--- config.mk ---
export PLATFORM = sky130hd
export DESIGN_NAME = splice_engine
export DESIGN_NICKNAME = d
export VERILOG_FILES = /design/src/rtl/splice_pkg.sv /design/src/rtl/splice_ref.sv /design/src/rtl/splice_window.sv /design/src/rtl/splice_ctrl.sv /design/src/rtl/splice_engine.sv
export SDC_FILE = /design/constraint.sdc
export NUM_CORES = 1
export LEC_CHECK = 0
export BUFFER_PORTS_ARGS = -buffer_cell sky130_fd_sc_hd__buf_2
export CAP_MARGIN = 0
export CORE_AREA = 5 5 140 115
export CTS_CLUSTER_SIZE = 25
export DETAILED_ROUTE_END_ITERATION = 10
export DIE_AREA = 0 0 145 120
export PLACE_DENSITY_LB_ADDON = 0.08
export SLEW_MARGIN = 30
export SYNTH_ARGS = -nofsm -noshare
export SYNTH_HDL_FRONTEND = slang
export SYNTH_SLANG_ARGS = --single-unit
export TNS_END_PERCENT = 1
--- constraint.sdc ---
create_clock -name clk_i -period 2.6 [get_ports clk_i]
set_input_delay 0.52 -clock clk_i [delete_from_list [all_inputs] [get_ports clk_i]]
set_output_delay 0.52 -clock clk_i [all_outputs]
set_load 0.05 [all_outputs]
--- src/rtl/splice_pkg.sv ---
package splice_pkg;
  typedef enum logic [1:0] {
    MODE_STOP   = 2'b00,
    MODE_DIRECT = 2'b01,
    MODE_PAIR2  = 2'b10,
    MODE_PAIR3  = 2'b11
  } splice_mode_e;

  typedef enum logic [1:0] {
    ST_IDLE,
    ST_PREP,
    ST_ARMED,
    ST_RUN
  } splice_state_e;
endpackage

--- src/rtl/splice_ref.sv ---
module splice_ref #(
  parameter int WORD_W = 16,
  parameter int NWORDS = 6,
  localparam int IDX_W = (NWORDS > 1) ? $clog2(NWORDS) : 1
) (
  input  logic                           clk_i,
  input  logic                           rst_ni,
  input  logic                           we_i,
  input  logic [IDX_W-1:0]               idx_i,
  input  logic [WORD_W-1:0]              data_i,
  input  logic                           lock_i,
  output logic [NWORDS-1:0][WORD_W-1:0]  ref_o
);
  for (genvar g = 0; g < NWORDS; g++) begin : g_word
    logic [WORD_W-1:0] word_q;
    always_ff @(posedge clk_i or negedge rst_ni) begin
      if (!rst_ni) word_q <= '0;
      else if (we_i && !lock_i && idx_i == IDX_W'(g)) word_q <= data_i;
    end
    assign ref_o[g] = word_q;
  end

  AST_REF_FROZEN: assert property (@(posedge clk_i) disable iff (!rst_ni)
    lock_i |=> $stable(ref_o));
endmodule

--- src/rtl/splice_window.sv ---
module splice_window #(
  parameter int WORD_W = 16,
  parameter int NPAIRS = 3,
  localparam int NWORDS = 2 * NPAIRS,
  localparam int CW = $clog2(NWORDS + 1)
) (
  input  logic                           clk_i,
  input  logic                           rst_ni,
  input  logic                           clear_i,
  input  logic                           shift_i,
  input  logic [WORD_W-1:0]              data_i,
  input  logic [NWORDS-1:0][WORD_W-1:0]  ref_i,
  output logic [NPAIRS-1:0]              pair_hit_o,
  output logic [CW-1:0]                  fill_o
);
  // win_q[0] is the oldest held word; the incoming word completes the window
  logic [NWORDS-2:0][WORD_W-1:0] win_q;
  logic [NWORDS-1:0][WORD_W-1:0] cand;
  logic [CW-1:0]                 cnt_q;

  always_comb begin
    for (int k = 0; k < NWORDS - 1; k++) cand[k] = win_q[k];
    cand[NWORDS-1] = data_i;
  end

  for (genvar p = 0; p < NPAIRS; p++) begin : g_pair
    assign pair_hit_o[p] = (cand[2*p] == ref_i[2*p]) && (cand[2*p+1] == ref_i[2*p+1]);
  end

  always_ff @(posedge clk_i or negedge rst_ni) begin
    if (!rst_ni) begin
      win_q <= '0;
      cnt_q <= '0;
    end else if (clear_i) begin
      cnt_q <= '0;
    end else if (shift_i) begin
      for (int k = 0; k < NWORDS - 2; k++) win_q[k] <= win_q[k+1];
      win_q[NWORDS-2] <= data_i;
      if (cnt_q != CW'(NWORDS)) cnt_q <= cnt_q + 1'b1;
    end
  end

  assign fill_o = cnt_q;

  AST_FILL_BOUND: assert property (@(posedge clk_i) disable iff (!rst_ni)
    cnt_q <= CW'(NWORDS));
  AST_FILL_CLEAR: assert property (@(posedge clk_i) disable iff (!rst_ni)
    clear_i |=> cnt_q == '0);
endmodule

--- src/rtl/splice_ctrl.sv ---
module splice_ctrl
  import splice_pkg::*;
#(
  parameter int NPAIRS       = 3,
  parameter int PREP_CYCLES  = 384,
  parameter int DIRECT_WORDS = 3,
  localparam int NWORDS = 2 * NPAIRS,
  localparam int CW     = $clog2(NWORDS + 1),
  localparam int PCW    = (PREP_CYCLES > 1) ? $clog2(PREP_CYCLES) : 1,
  localparam int LOOSE_NEED = NPAIRS - 1
) (
  input  logic               clk_i,
  input  logic               rst_ni,
  input  logic               cmd_valid_i,
  input  splice_mode_e       cmd_mode_i,
  input  logic               cmd_wren_i,
  input  logic               word_valid_i,
  input  logic               word_right_i,
  input  logic [NPAIRS-1:0]  pair_hit_i,
  input  logic [CW-1:0]      fill_i,
  output logic               win_clear_o,
  output logic               win_shift_o,
  output logic               busy_o,
  output logic               splice_o
);
  splice_state_e state_q;
  splice_mode_e  mode_q;
  logic [PCW-1:0] prep_q;
  logic          splice_q;
  logic          accept, hit, cmp_ok, start;

  assign start = cmd_valid_i && !cmd_wren_i && (cmd_mode_i != MODE_STOP);

  always_comb begin
    accept = word_valid_i && !cmd_valid_i &&
             ((state_q == ST_RUN) || (state_q == ST_ARMED && !word_right_i));
    cmp_ok = (mode_q == MODE_PAIR3) ? (&pair_hit_i)
                                    : ($countones(pair_hit_i) >= LOOSE_NEED);
    if (mode_q == MODE_DIRECT)
      hit = accept && (fill_i == CW'(DIRECT_WORDS - 1));
    else
      hit = accept && word_right_i && (fill_i >= CW'(NWORDS - 1)) && cmp_ok;
  end

  always_ff @(posedge clk_i or negedge rst_ni) begin
    if (!rst_ni) begin
      state_q  <= ST_IDLE;
      mode_q   <= MODE_STOP;
      prep_q   <= '0;
      splice_q <= 1'b0;
    end else begin
      splice_q <= 1'b0;
      if (cmd_valid_i) begin
        if (start) begin
          state_q <= ST_PREP;
          mode_q  <= cmd_mode_i;
          prep_q  <= PCW'(PREP_CYCLES - 1);
        end else begin
          state_q <= ST_IDLE;  // write-enable or stop
        end
      end else begin
        unique case (state_q)
          ST_PREP: begin
            if (prep_q == '0) state_q <= ST_ARMED;
            else prep_q <= prep_q - 1'b1;
          end
          ST_ARMED, ST_RUN: begin
            if (hit) begin
              state_q  <= ST_IDLE;
              splice_q <= 1'b1;
            end else if (accept) begin
              state_q <= ST_RUN;
            end
          end
          default: ;
        endcase
      end
    end
  end

  assign win_clear_o = start;
  assign win_shift_o = accept;
  assign busy_o      = (state_q != ST_IDLE);
  assign splice_o    = splice_q;

  AST_SPLICE_PULSE: assert property (@(posedge clk_i) disable iff (!rst_ni)
    splice_o |=> !splice_o);
  AST_SPLICE_IDLE: assert property (@(posedge clk_i) disable iff (!rst_ni)
    splice_o |-> !busy_o && $past(busy_o));
  AST_WREN_WINS: assert property (@(posedge clk_i) disable iff (!rst_ni)
    cmd_valid_i && cmd_wren_i |=> !busy_o && !splice_o);
  AST_START_BUSY: assert property (@(posedge clk_i) disable iff (!rst_ni)
    start |=> busy_o);
  AST_STOP_QUIET: assert property (@(posedge clk_i) disable iff (!rst_ni)
    cmd_valid_i && !cmd_wren_i && cmd_mode_i == MODE_STOP |=> !busy_o && !splice_o);
  AST_PREP_DEAF: assert property (@(posedge clk_i) disable iff (!rst_ni)
    state_q == ST_PREP |-> !win_shift_o);
endmodule

--- src/rtl/splice_engine.sv ---
module splice_engine
  import splice_pkg::*;
#(
  parameter int WORD_W       = 16,
  parameter int NPAIRS       = 3,
  parameter int PREP_CYCLES  = 384,
  parameter int DIRECT_WORDS = 3,
  localparam int NWORDS = 2 * NPAIRS,
  localparam int IDX_W  = $clog2(NWORDS),
  localparam int CW     = $clog2(NWORDS + 1)
) (
  input  logic              clk_i,
  input  logic              rst_ni,
  input  logic              cmd_valid_i,
  input  logic [1:0]        cmd_mode_i,
  input  logic              cmd_wren_i,
  input  logic              ref_we_i,
  input  logic [IDX_W-1:0]  ref_idx_i,
  input  logic [WORD_W-1:0] ref_data_i,
  input  logic              word_valid_i,
  input  logic              word_right_i,
  input  logic [WORD_W-1:0] word_data_i,
  output logic              busy_o,
  output logic              splice_o
);
  logic [NWORDS-1:0][WORD_W-1:0] ref_words;
  logic [NPAIRS-1:0]             pair_hit;
  logic [CW-1:0]                 fill;
  logic                          win_clear, win_shift, busy;

  splice_ref #(.WORD_W(WORD_W), .NWORDS(NWORDS)) u_ref (
    .clk_i  (clk_i),
    .rst_ni (rst_ni),
    .we_i   (ref_we_i),
    .idx_i  (ref_idx_i),
    .data_i (ref_data_i),
    .lock_i (busy),
    .ref_o  (ref_words)
  );

  splice_window #(.WORD_W(WORD_W), .NPAIRS(NPAIRS)) u_win (
    .clk_i      (clk_i),
    .rst_ni     (rst_ni),
    .clear_i    (win_clear),
    .shift_i    (win_shift),
    .data_i     (word_data_i),
    .ref_i      (ref_words),
    .pair_hit_o (pair_hit),
    .fill_o     (fill)
  );

  splice_ctrl #(.NPAIRS(NPAIRS), .PREP_CYCLES(PREP_CYCLES), .DIRECT_WORDS(DIRECT_WORDS)) u_ctrl (
    .clk_i        (clk_i),
    .rst_ni       (rst_ni),
    .cmd_valid_i  (cmd_valid_i),
    .cmd_mode_i   (splice_mode_e'(cmd_mode_i)),
    .cmd_wren_i   (cmd_wren_i),
    .word_valid_i (word_valid_i),
    .word_right_i (word_right_i),
    .pair_hit_i   (pair_hit),
    .fill_i       (fill),
    .win_clear_o  (win_clear),
    .win_shift_o  (win_shift),
    .busy_o       (busy),
    .splice_o     (splice_o)
  );

  assign busy_o = busy;
endmodule

==> run metrics, run 1 <==
outcome finished, final reports clean; number of buffers inserted to repair setup after CTS 0; synthesized cell area 8550 um^2; share of post-route cells with drive strength above 1 40.1%; clock transition time at the flip-flop clock pins of the worst setup and hold paths 70 ps; RSZ-0062 raised after global routing false; crit-path max FO 2; headroom to the max-slew limit 59.7%; required arrival time at the worst endpoint 2940 ps; number of global-route vias before repair 5,332; global routing usage summed across all routing layers 21.9%; cell row count 40; overall power consumption 7.65 mW; number of synthesized flops with an enable pin 0; die extent in x 145 um; global-route wire length before repair 29.7 mm; count of H-tree levels built during CTS 4; Power Density 791 nW/um^2; number of warnings reported in the yosys synthesis log 0; master cell of the clock root buffer sky130_fd_sc_hd__clkbuf_16; cell count after synthesis 615; Die Area 17,400 um^2; routability congestion estimate 0.816; most area-consuming cells after synthesis sky130_fd_sc_hd__dfrtp_1 56%, sky130_fd_sc_hd__mux2_2 23%, sky130_fd_sc_hd__xor2_1 10%, sky130_fd_sc_hd__nor4_1 1.9%, sky130_fd_sc_hd__nand4_1 0.80%; synthesized flop and latch total 193; total I/O pin count 46; worst vdd rail ir drop 0.659 mV; library cells used by synthesis 37; clock buffers created by TritonCTS 17; startpoint-to-endpoint class of the critical path reg2reg; Fmax 418 MHz; initial standard-cell utilization of the core 58.3%; final global-route overflow total 0; Detailed Routing Iterations Pass 1 4; average detailed-routed wire length per instance 20.8 um; setup tns final 0 ps; leak pwr 4.78 nW; clock tree from TritonCTS yes; DIE HEIGHT 120 um; Final Routed Wirelength 18.1 mm; pin slew with the least headroom to its limit 605 ps; drt first-iter violations 188; Min Clock Period, post-route 2390 ps; biggest area consumer among synthesized cells sky130_fd_sc_hd__dfrtp_1; Setup-failing EPs final 0; worst setup skew after layout 9.57 ps; Clock Latency Late Sink 430 ps; count of buffers inserted at the top-level ports 45; final count of hold timing violations 0; clock sinks 193; layout overhead on the synthesized area 13.1%; Std-Cell Core Area 14,700 um^2; final period utilization 92.1%; proportion of synthesized flip-flops having asynchronous set or reset 100%; endpoint class of the critical path register; mean instance size in the synthesized netlist 13.9 um^2; total nets after synthesis 664; CP Launch Type register; DRC Markers 0; number of antenna repair diodes 0; antenna-violating nets left 0; initial antenna violation count 0; Main synth FF type sky130_fd_sc_hd__dfrtp_1; number of violations of the max-capacitance limit 0; total number of nets in the final design 720; via count 5,029; register area share after synthesis 56.5%; Critical Path AT 2730 ps; number of pins with negative max-slew slack in the final report 0; class of the tightest hold or removal check in2async; placed wire-length estimate 12.6 mm; Vias/cell 5.76; deepest clock path buffer count 2; maximum number of pins on one net before global-route repair 85; Synth top area share 56.5%
-- where the power goes --
part | switching (mW) | internal [mW] | total (mW)
sequential | 0.324 | 3.46 | 3.78
combinational | 0.531 | 0.612 | 1.14
clock | 1.18 | 1.55 | 2.73
total | 2.03 | 5.62 | 7.65
-- state kept, by name (all words and copies together), names as in the netlist --
signal,cells
u_ctrl.splice_o,1
u_ctrl.state_q,2
u_ref.g_word.word_q,96
u_ctrl.prep_q,9
u_win.cand,80
u_win.fill_o,3
u_ctrl.mode_q,2
-- logic make-up after synthesis --
kind of cell	share of synthesized area [%]
buf+inv	1.52
compound gates	1.26
simple gates	6.06
mux	23.4
flops	56.5
xor+xnor	10.5
fa+ha+maj	0.731
-- Yosys cell counts, drive strengths merged, types with 3 or more instances --
library cell,instances
inv,11
nand2,15
a21oi,4
dfrtp,193
nor2,13
buf,12
clkbuf,6
ha,5
nor3,5
nand4,11
xor2,102
mux2,178
o211ai,3
nand3,5
o21ai,6
nor4,26
-- worst paths after layout --
path,from,endpoint,slack [ps],depth (start not counted)
hold / removal,rst_ni,u_ctrl.prep_q[4],100,1
hold reg to reg,u_ref.g_word[0].word_q[6],u_ref.g_word[0].word_q[6],510,1
min in group clk_i,cmd_mode_i[1],u_ctrl.mode_q[1],350,2
max in group asynchronous,rst_ni,u_win.cand[78],1710,2
setup reg to reg,u_ref.g_word[0].word_q[2],u_ctrl.state_q[1],210,10
setup / recovery,u_ref.g_word[0].word_q[2],u_ctrl.state_q[1],210,10
-- cell usage in the layout, fill, tap and decap left out, drive strengths merged, types with 5 or more instances in the layout --
cell type,instances
nand3,5
dfrtp,193
buf,54
clkbuf,19
nor4,26
inv,15
nor2,13
nor3,5
mux2,178
o21ai,6
nand4,11
ha,5
xor2,102
nand2,15
-- critical path, stage by stage, from the launching register on --
cell                       delay [ps]
sky130_fd_sc_hd__dfrtp_1          400
sky130_fd_sc_hd__xor2_1           180
sky130_fd_sc_hd__nor4_1           510
sky130_fd_sc_hd__nand4_1          190
sky130_fd_sc_hd__nor2_1           150
sky130_fd_sc_hd__ha_1             240
sky130_fd_sc_hd__nand2b_1          70
sky130_fd_sc_hd__a221oi_1          60
sky130_fd_sc_hd__o21ai_0          230
sky130_fd_sc_hd__inv_1             80
sky130_fd_sc_hd__a211oi_1         200
-- per-stage QoR --
step,instance area [um^2],setup slack [ps],std cells,hold slack (ps),utilization (%)
finish,9680,206,873,96.2,66.0
global route,9680,5.63,873,116,66.0
CTS,9670,95.4,873,115,65.9
detailed placement,9050,133,841,495,61.7
global placement,9050,106,841,492,61.7
floorplan,8550,631,615,224,-
-- what timing repair did --
item / CTS / global route
setup endpoints to repair: 0 / 2
hold buffers: 0 / 0
resized for setup: 0 / 1
-- cell type report --
class	count	area (um^2)
fillers	1102	4990
flip-flops and latches	193	4830
multi-input cells	393	3610
clock buffers	18	439
repair buffers	55	347
well taps	189	236
clock inverters	14	176
inverters	11	41.3
-- metal layers --
layer | track usage, % | part of all wire (%) | up-vias
met4 | 5.88 | 1.7 | 0
met1 | 32.0 | 49 | 2632
met2 | 33.2 | 46 | 87
met3 | 5.17 | 3.4 | 20
li1 | - | - | 2290
met5 | 0 | 0 | -
Power figures use the tool's default switching activity.
==> run 2, diff against run 1 <==
Settings changed: BUFFER_PORTS_ARGS -buffer_cell sky130_fd_sc_hd__buf_2 to default, DONT_BUFFER_PORTS from default to 1.
==> run 2 against run 1 <==
  * The run now ends with hold timing left
  * Largest cell class unchanged
  * Count of clock-buffer cells in the layout grew 1
  * Final area shrank 3.0%
  * Sequential share of layout area grew 1.5 points
  * Clock power shrank 11%
  * Critical endpoint unchanged
  * Worst setup slack gained 160 ps
  * Register-to-register slack gained 160 ps
  * Final cell count shrank 5.3%
  * Die area is the same
  * Sequential cell count is the same
==> run metrics, run 2 (synthesized netlist as in run 1, its figures left out) <==
number of antenna repair diodes 0; number of buffers inserted to repair setup after CTS 0; number of global-route vias before repair 5,187; deepest clock path buffer count 2; layout overhead on the synthesized area 9.74%; count of H-tree levels built during CTS 4; worst vdd rail ir drop 0.484 mV; count of buffers inserted at the top-level ports 0; clock sinks 193; outcome finished with violations; Std-Cell Core Area 14,700 um^2; setup tns final 0 ps; CP max-delay cell sky130_fd_sc_hd__dfrtp_1; startpoint-to-endpoint class of the critical path reg2reg; cells traversed along the worst timing path xor2_1 -> nor4_1 -> buf_4 -> nand4_1 -> nor2_1 -> ha_1 -> nand2b_1 -> a221oi_1 -> o21ai_1 -> inv_1 -> a211oi_1; DIE HEIGHT 120 um; longest individual stage delay on the worst path 400 ps; final period utilization 86.1%; Setup-failing EPs final 0; maximum number of pins on one net before global-route repair 194; Critical Path AT 2560 ps; pin slew with the least headroom to its limit 439 ps; placed wire-length estimate 12.5 mm; leak pwr 4.57 nW; flip-flop count of the largest register after layout 96; antenna-violating nets left 0; class of the tightest hold or removal check in2async; via count 4,792; final global-route overflow total 0; minimum hold slack -215 ps; Detailed Routing Iterations Pass 1 4; headroom to the max-slew limit 70.7%; Min Clock Period, post-route 2240 ps; global routing usage summed across all routing layers 21.5%; Vias/cell 5.79; cell row count 40; die extent in x 145 um; post-route insts no fill 827; share of post-route cells with drive strength above 1 36.4%; number of violations of the max-capacitance limit 0; Clock Latency Late Sink 430 ps; failing checks hold timing; worst setup skew after layout 7.66 ps; routability congestion estimate 0.815; most common cell after layout, fill and taps aside sky130_fd_sc_hd__dfrtp_1; Final Routed Wirelength 17.7 mm; global-route wire length before repair 29.0 mm; overall power consumption 7.24 mW; initial standard-cell utilization of the core 58.3%; final count of hold timing violations 193; average detailed-routed wire length per instance 21.4 um; Cells after DPL 796; largest register by flop count u_ref.g_word.word_q; RSZ-0062 raised after global routing false; Die Area 17,400 um^2; most frequent cells in the layout 193 x sky130_fd_sc_hd__dfrtp_1, 176 x sky130_fd_sc_hd__mux2_2, 102 x sky130_fd_sc_hd__xor2_1, 20 x sky130_fd_sc_hd__nor4_1, 17 x sky130_fd_sc_hd__clkbuf_16; clock transition time at the flip-flop clock pins of the worst setup and hold paths 70 ps; master cell of the clock root buffer sky130_fd_sc_hd__clkbuf_16; DRC Markers 0; Fmax 447 MHz; CP Launch Type register; number of pins with negative max-slew slack in the final report 0; total I/O pin count 46; Power Density 771 nW/um^2; clock tree from TritonCTS yes; endpoint class of the critical path register; clock buffers created by TritonCTS 17; initial antenna violation count 0; required arrival time at the worst endpoint 2930 ps; total number of nets in the final design 675; drt first-iter violations 283; crit-path max FO 2
-- run 2: cell count changes in the layout (fill, tap and decap cells not counted) --
cell	before	now
sky130_fd_sc_hd__buf_12	3	2
sky130_fd_sc_hd__buf_2	44	0
sky130_fd_sc_hd__buf_4	7	8
sky130_fd_sc_hd__bufinv_16	3	0
sky130_fd_sc_hd__clkbuf_1	0	1
sky130_fd_sc_hd__clkbuf_8	2	1
sky130_fd_sc_hd__clkinv_2	2	1
sky130_fd_sc_hd__clkinv_4	1	2
sky130_fd_sc_hd__clkinvlp_4	4	3
sky130_fd_sc_hd__inv_6	3	5
sky130_fd_sc_hd__nor4_1	25	20
sky130_fd_sc_hd__nor4_2	1	6
sky130_fd_sc_hd__o21ai_0	5	4
sky130_fd_sc_hd__o21ai_1	0	1
-- run 2: power by group --
group / total [mW] / internal [mW] / switching (mW)
sequential: 3.78 / 3.46 / 0.327
combinational: 1.02 / 0.597 / 0.427
clock: 2.43 / 1.27 / 1.16
total: 7.24 / 5.32 / 1.92
-- run 2: worst max-delay path, delay by kind of cell (launching register included) --
| kind | cells | cell delay (ps) |
|---|---|---|
| compound gates | 3 | 430 |
| xor+xnor | 1 | 190 |
| fa+ha+maj | 1 | 270 |
| buf+inv | 2 | 220 |
| flops | 1 | 400 |
| simple gates | 4 | 640 |
-- run 2: worst paths after layout --
check / slack (ps) / from / end / cells past startpoint
setup / recovery: 360 / u_ref.g_word[2].word_q[10] / u_ctrl.state_q[1] / 11
min in group clk_i: 160 / cmd_valid_i / u_ctrl.state_q[1] / 1
hold / removal: -210 / rst_ni / u_ctrl.prep_q[2] / 0
max in group asynchronous: 2450 / rst_ni / u_win.cand[68] / 0
hold reg to reg: 530 / u_ctrl.prep_q[5] / u_ctrl.prep_q[5] / 2
setup reg to reg: 360 / u_ref.g_word[2].word_q[10] / u_ctrl.state_q[1] / 11
-- run 2: per-stage QoR --
step / area (um^2) / utilization, % / setup WS, ps / hold WS [ps]
floorplan: 8550 / - / 631 / 224
finish: 9390 / 64.0 / 363 / -215
global route: 9390 / 64.0 / 72.4 / -240
detailed placement: 8810 / 60.1 / 195 / 230
CTS: 9350 / 63.8 / 172 / -228
global placement: 8810 / 60.1 / 232 / 230
-- run 2: timing repair --
item,4_1_cts,5_1_grt
endpoints found under the setup margin,0,3
gates resized for setup,0,7
endpoints found under the hold margin,193,193
-- run 2: metal layers --
layer | vias to the layer above | track usage (%) | wire length, um
met5 | - | 0 | 0
met2 | 68 | 33.6 | 8340
met1 | 2517 | 30.6 | 8440
li1 | 2194 | - | -
met4 | 0 | 4.41 | 180
met3 | 13 | 5.89 | 758
-- run 2: layout make-up --
cell class                      instances  area (um^2)
Tap cell                              189          236
Multi-Input combinational cell        393         3640
Timing Repair Buffer                   10          100
Fill cell                            1071         5280
Sequential cell                       193         4830
Inverter                               11         41.3
Clock inverter                         12          100
Clock buffer                           19          443
==> run 3, diff against run 2 <==
Settings changed: CELL_PAD_IN_SITES_DETAIL_PLACEMENT from default to 1, CELL_PAD_IN_SITES_GLOBAL_PLACEMENT from default to 1, CORE_AREA 5 5 140 115 to 2 2 146 119, DIE_AREA 0 0 145 120 to 0 0 148 121, RECOVER_POWER from default to 25.
==> run 3 against run 2 <==
  * The run still ends with hold timing left
  * Combinational power about the same
  * Sequential cell count unchanged
  * Global-route usage increased by 1.6 points
  * First-iteration DRC count decreased by 17%
  * Final cell count increased by 3.9%
  * Sequential power about the same
  * Clock skew increased by 1.7 ps
  * Highest routed layer unchanged
==> run metrics, run 3 (synthesized netlist as in run 1, its figures left out) <==
Power Density 818 nW/um^2; endpoint class of the critical path register; post-placement worst setup slack 148 ps; DRC Markers 0; quantity of gates resized following cts 0; maximum number of pins on one net before global-route repair 194; cell row count 42; global routing usage summed across all routing layers 23.2%; worst vdd rail ir drop 0.433 mV; final period utilization 94.8%; via count 4,847; initial standard-cell utilization of the core 52.2%; clock tree from TritonCTS yes; filler instances 1,581; required arrival time at the worst endpoint 2900 ps; number of violations of the max-capacitance limit 0; Std-Cell Core Area 16,400 um^2; die extent in x 148 um; minimum hold slack -217 ps; placed wire-length estimate 13.4 mm; failing checks hold timing; cell type with the highest occurrence count on the critical path sky130_fd_sc_hd__a21oi_1; antenna-violating nets left 0; CP max-delay cell sky130_fd_sc_hd__nor4_1; Final Routed Wirelength 19.3 mm; master cell of the clock root buffer sky130_fd_sc_hd__clkbuf_16; Vias/cell 5.64; Detailed Routing Iterations Pass 1 4; Setup-failing EPs final 0; most common cell after layout, fill and taps aside sky130_fd_sc_hd__dfrtp_1; flip-flop count of the largest register after layout 96; final core occ 57.9%; setup tns final 0 ps; clock buffers created by TritonCTS 17; pin slew with the least headroom to its limit 485 ps; most frequent cells in the layout 193 x sky130_fd_sc_hd__dfrtp_1, 176 x sky130_fd_sc_hd__mux2_2, 102 x sky130_fd_sc_hd__xor2_1, 26 x sky130_fd_sc_hd__nor4_1, 17 x sky130_fd_sc_hd__clkbuf_16; Critical Path AT 2770 ps; share of post-route cells with drive strength above 1 35.1%; Die Area 17,900 um^2; final worst-path setup slack 134 ps; leak pwr 4.61 nW; clock transition time at the flip-flop clock pins of the worst setup and hold paths 70 ps; routability congestion estimate 0.749; CP Launch Type register; layout overhead on the synthesized area 11.0%; largest register by flop count u_ref.g_word.word_q; startpoint-to-endpoint class of the critical path reg2reg; RSZ-0062 raised after global routing false; clock sinks 193; reg-to-reg setup timing slack 130 ps; total I/O pin count 46; global-route wire length before repair 30.8 mm; final count of hold timing violations 193; count of buffers inserted at the top-level ports 0; worst setup skew after layout 9.36 ps; average detailed-routed wire length per instance 22.4 um; number of buffers inserted to repair setup after CTS 0; drt first-iter violations 235; Fmax 406 MHz; Clock Latency Late Sink 430 ps; class of the tightest hold or removal check in2async; initial antenna violation count 1; DIE HEIGHT 121 um; headroom to the max-slew limit 67.4%; deepest clock path buffer count 2; number of pins with negative max-slew slack in the final report 0; total number of nets in the final design 674; longest individual stage delay on the worst path 470 ps; crit-path max FO 3; number of global-route vias before repair 5,431; Min Clock Period, post-route 2470 ps; outcome finished with violations; final global-route overflow total 0; count of H-tree levels built during CTS 4; cells traversed along the worst timing path xor2_1 -> nor4_1 -> nand4_1 -> nor2_1 -> ha_1 -> inv_1 -> a221oi_1 -> o21ai_0 -> a21oi_1 -> a21oi_1
[run 3: changes by cell type in the layout (fill, tap and decap cells not counted), moves of 2 or more]
cell / previous run / this run
sky130_fd_sc_hd__bufinv_16: 0 / 6
sky130_fd_sc_hd__clkbuf_1: 1 / 3
sky130_fd_sc_hd__clkinvlp_4: 3 / 1
sky130_fd_sc_hd__inv_6: 5 / 3
sky130_fd_sc_hd__nor4_1: 20 / 26
sky130_fd_sc_hd__nor4_2: 6 / 0
[run 3: worst max-delay path, delay by kind of cell (launching register included)]
family          cells  cell delay (ps)
compound gates      4              720
xor+xnor            1              150
fa+ha+maj           1              180
buf+inv             1               40
flops               1              410
simple gates        3              840
[run 3: path summary, 6_finish.rpt]
| check | from | end | depth (start not counted) |
|---|---|---|---|
| hold / removal | rst_ni | u_ctrl.prep_q[1] | 0 |
| min in group clk_i | cmd_valid_i | u_ctrl.state_q[1] | 1 |
| setup reg to reg | u_win.cand[44] | u_ctrl.state_q[0] | 10 |
| setup / recovery | u_win.cand[44] | u_ctrl.state_q[0] | 10 |
| hold reg to reg | u_ref.g_word[0].word_q[7] | u_ref.g_word[0].word_q[7] | 1 |
| max in group asynchronous | rst_ni | u_ref.g_word[2].word_q[13] | 0 |
[run 3: metal layers]
layer  wire length (um)  global-route usage (%)  vias up  part of all wire, %
met4                239                    6.19        0                  1.2
li1                   -                       -     2184                    -
met3                927                    5.15       13                  4.8
met1               9080                    32.3     2583                   47
met5                  0                       0        -                    0
met2               9040                    37.0       67                   47
[run 3: power by group]
part           total (mW)  switching (mW)  internal, mW
Combinational        1.01           0.435         0.580
Clock                2.96            1.15          1.82
Sequential           3.79           0.334          3.46
[run 3: area by class of cell]
cell class              instances  area, um^2  area share (%)
diodes                          1        2.50          0.0264
clock buffers                  20         437            4.60
clock inverters                12         228            2.40
inverters                      11        41.3           0.435
multi-input cells             393        3600            37.9
flip-flops and latches        193        4830            50.9
well taps                     220         275            2.90
repair buffers                  9        80.1           0.844
[run 3: through the flow]
stage / cell area [um^2] / hold WS, ps / power, mW / instances
floorplan: 8550 / 224 / 4.55 / 615
finish: 9490 / -217 / 7.77 / 859
detailed placement: 8830 / 231 / 4.86 / 826
global placement: 8830 / 230 / 4.77 / 826
CTS: 9490 / -234 / 7.85 / 858
global route: 9490 / -238 / 8.10 / 858
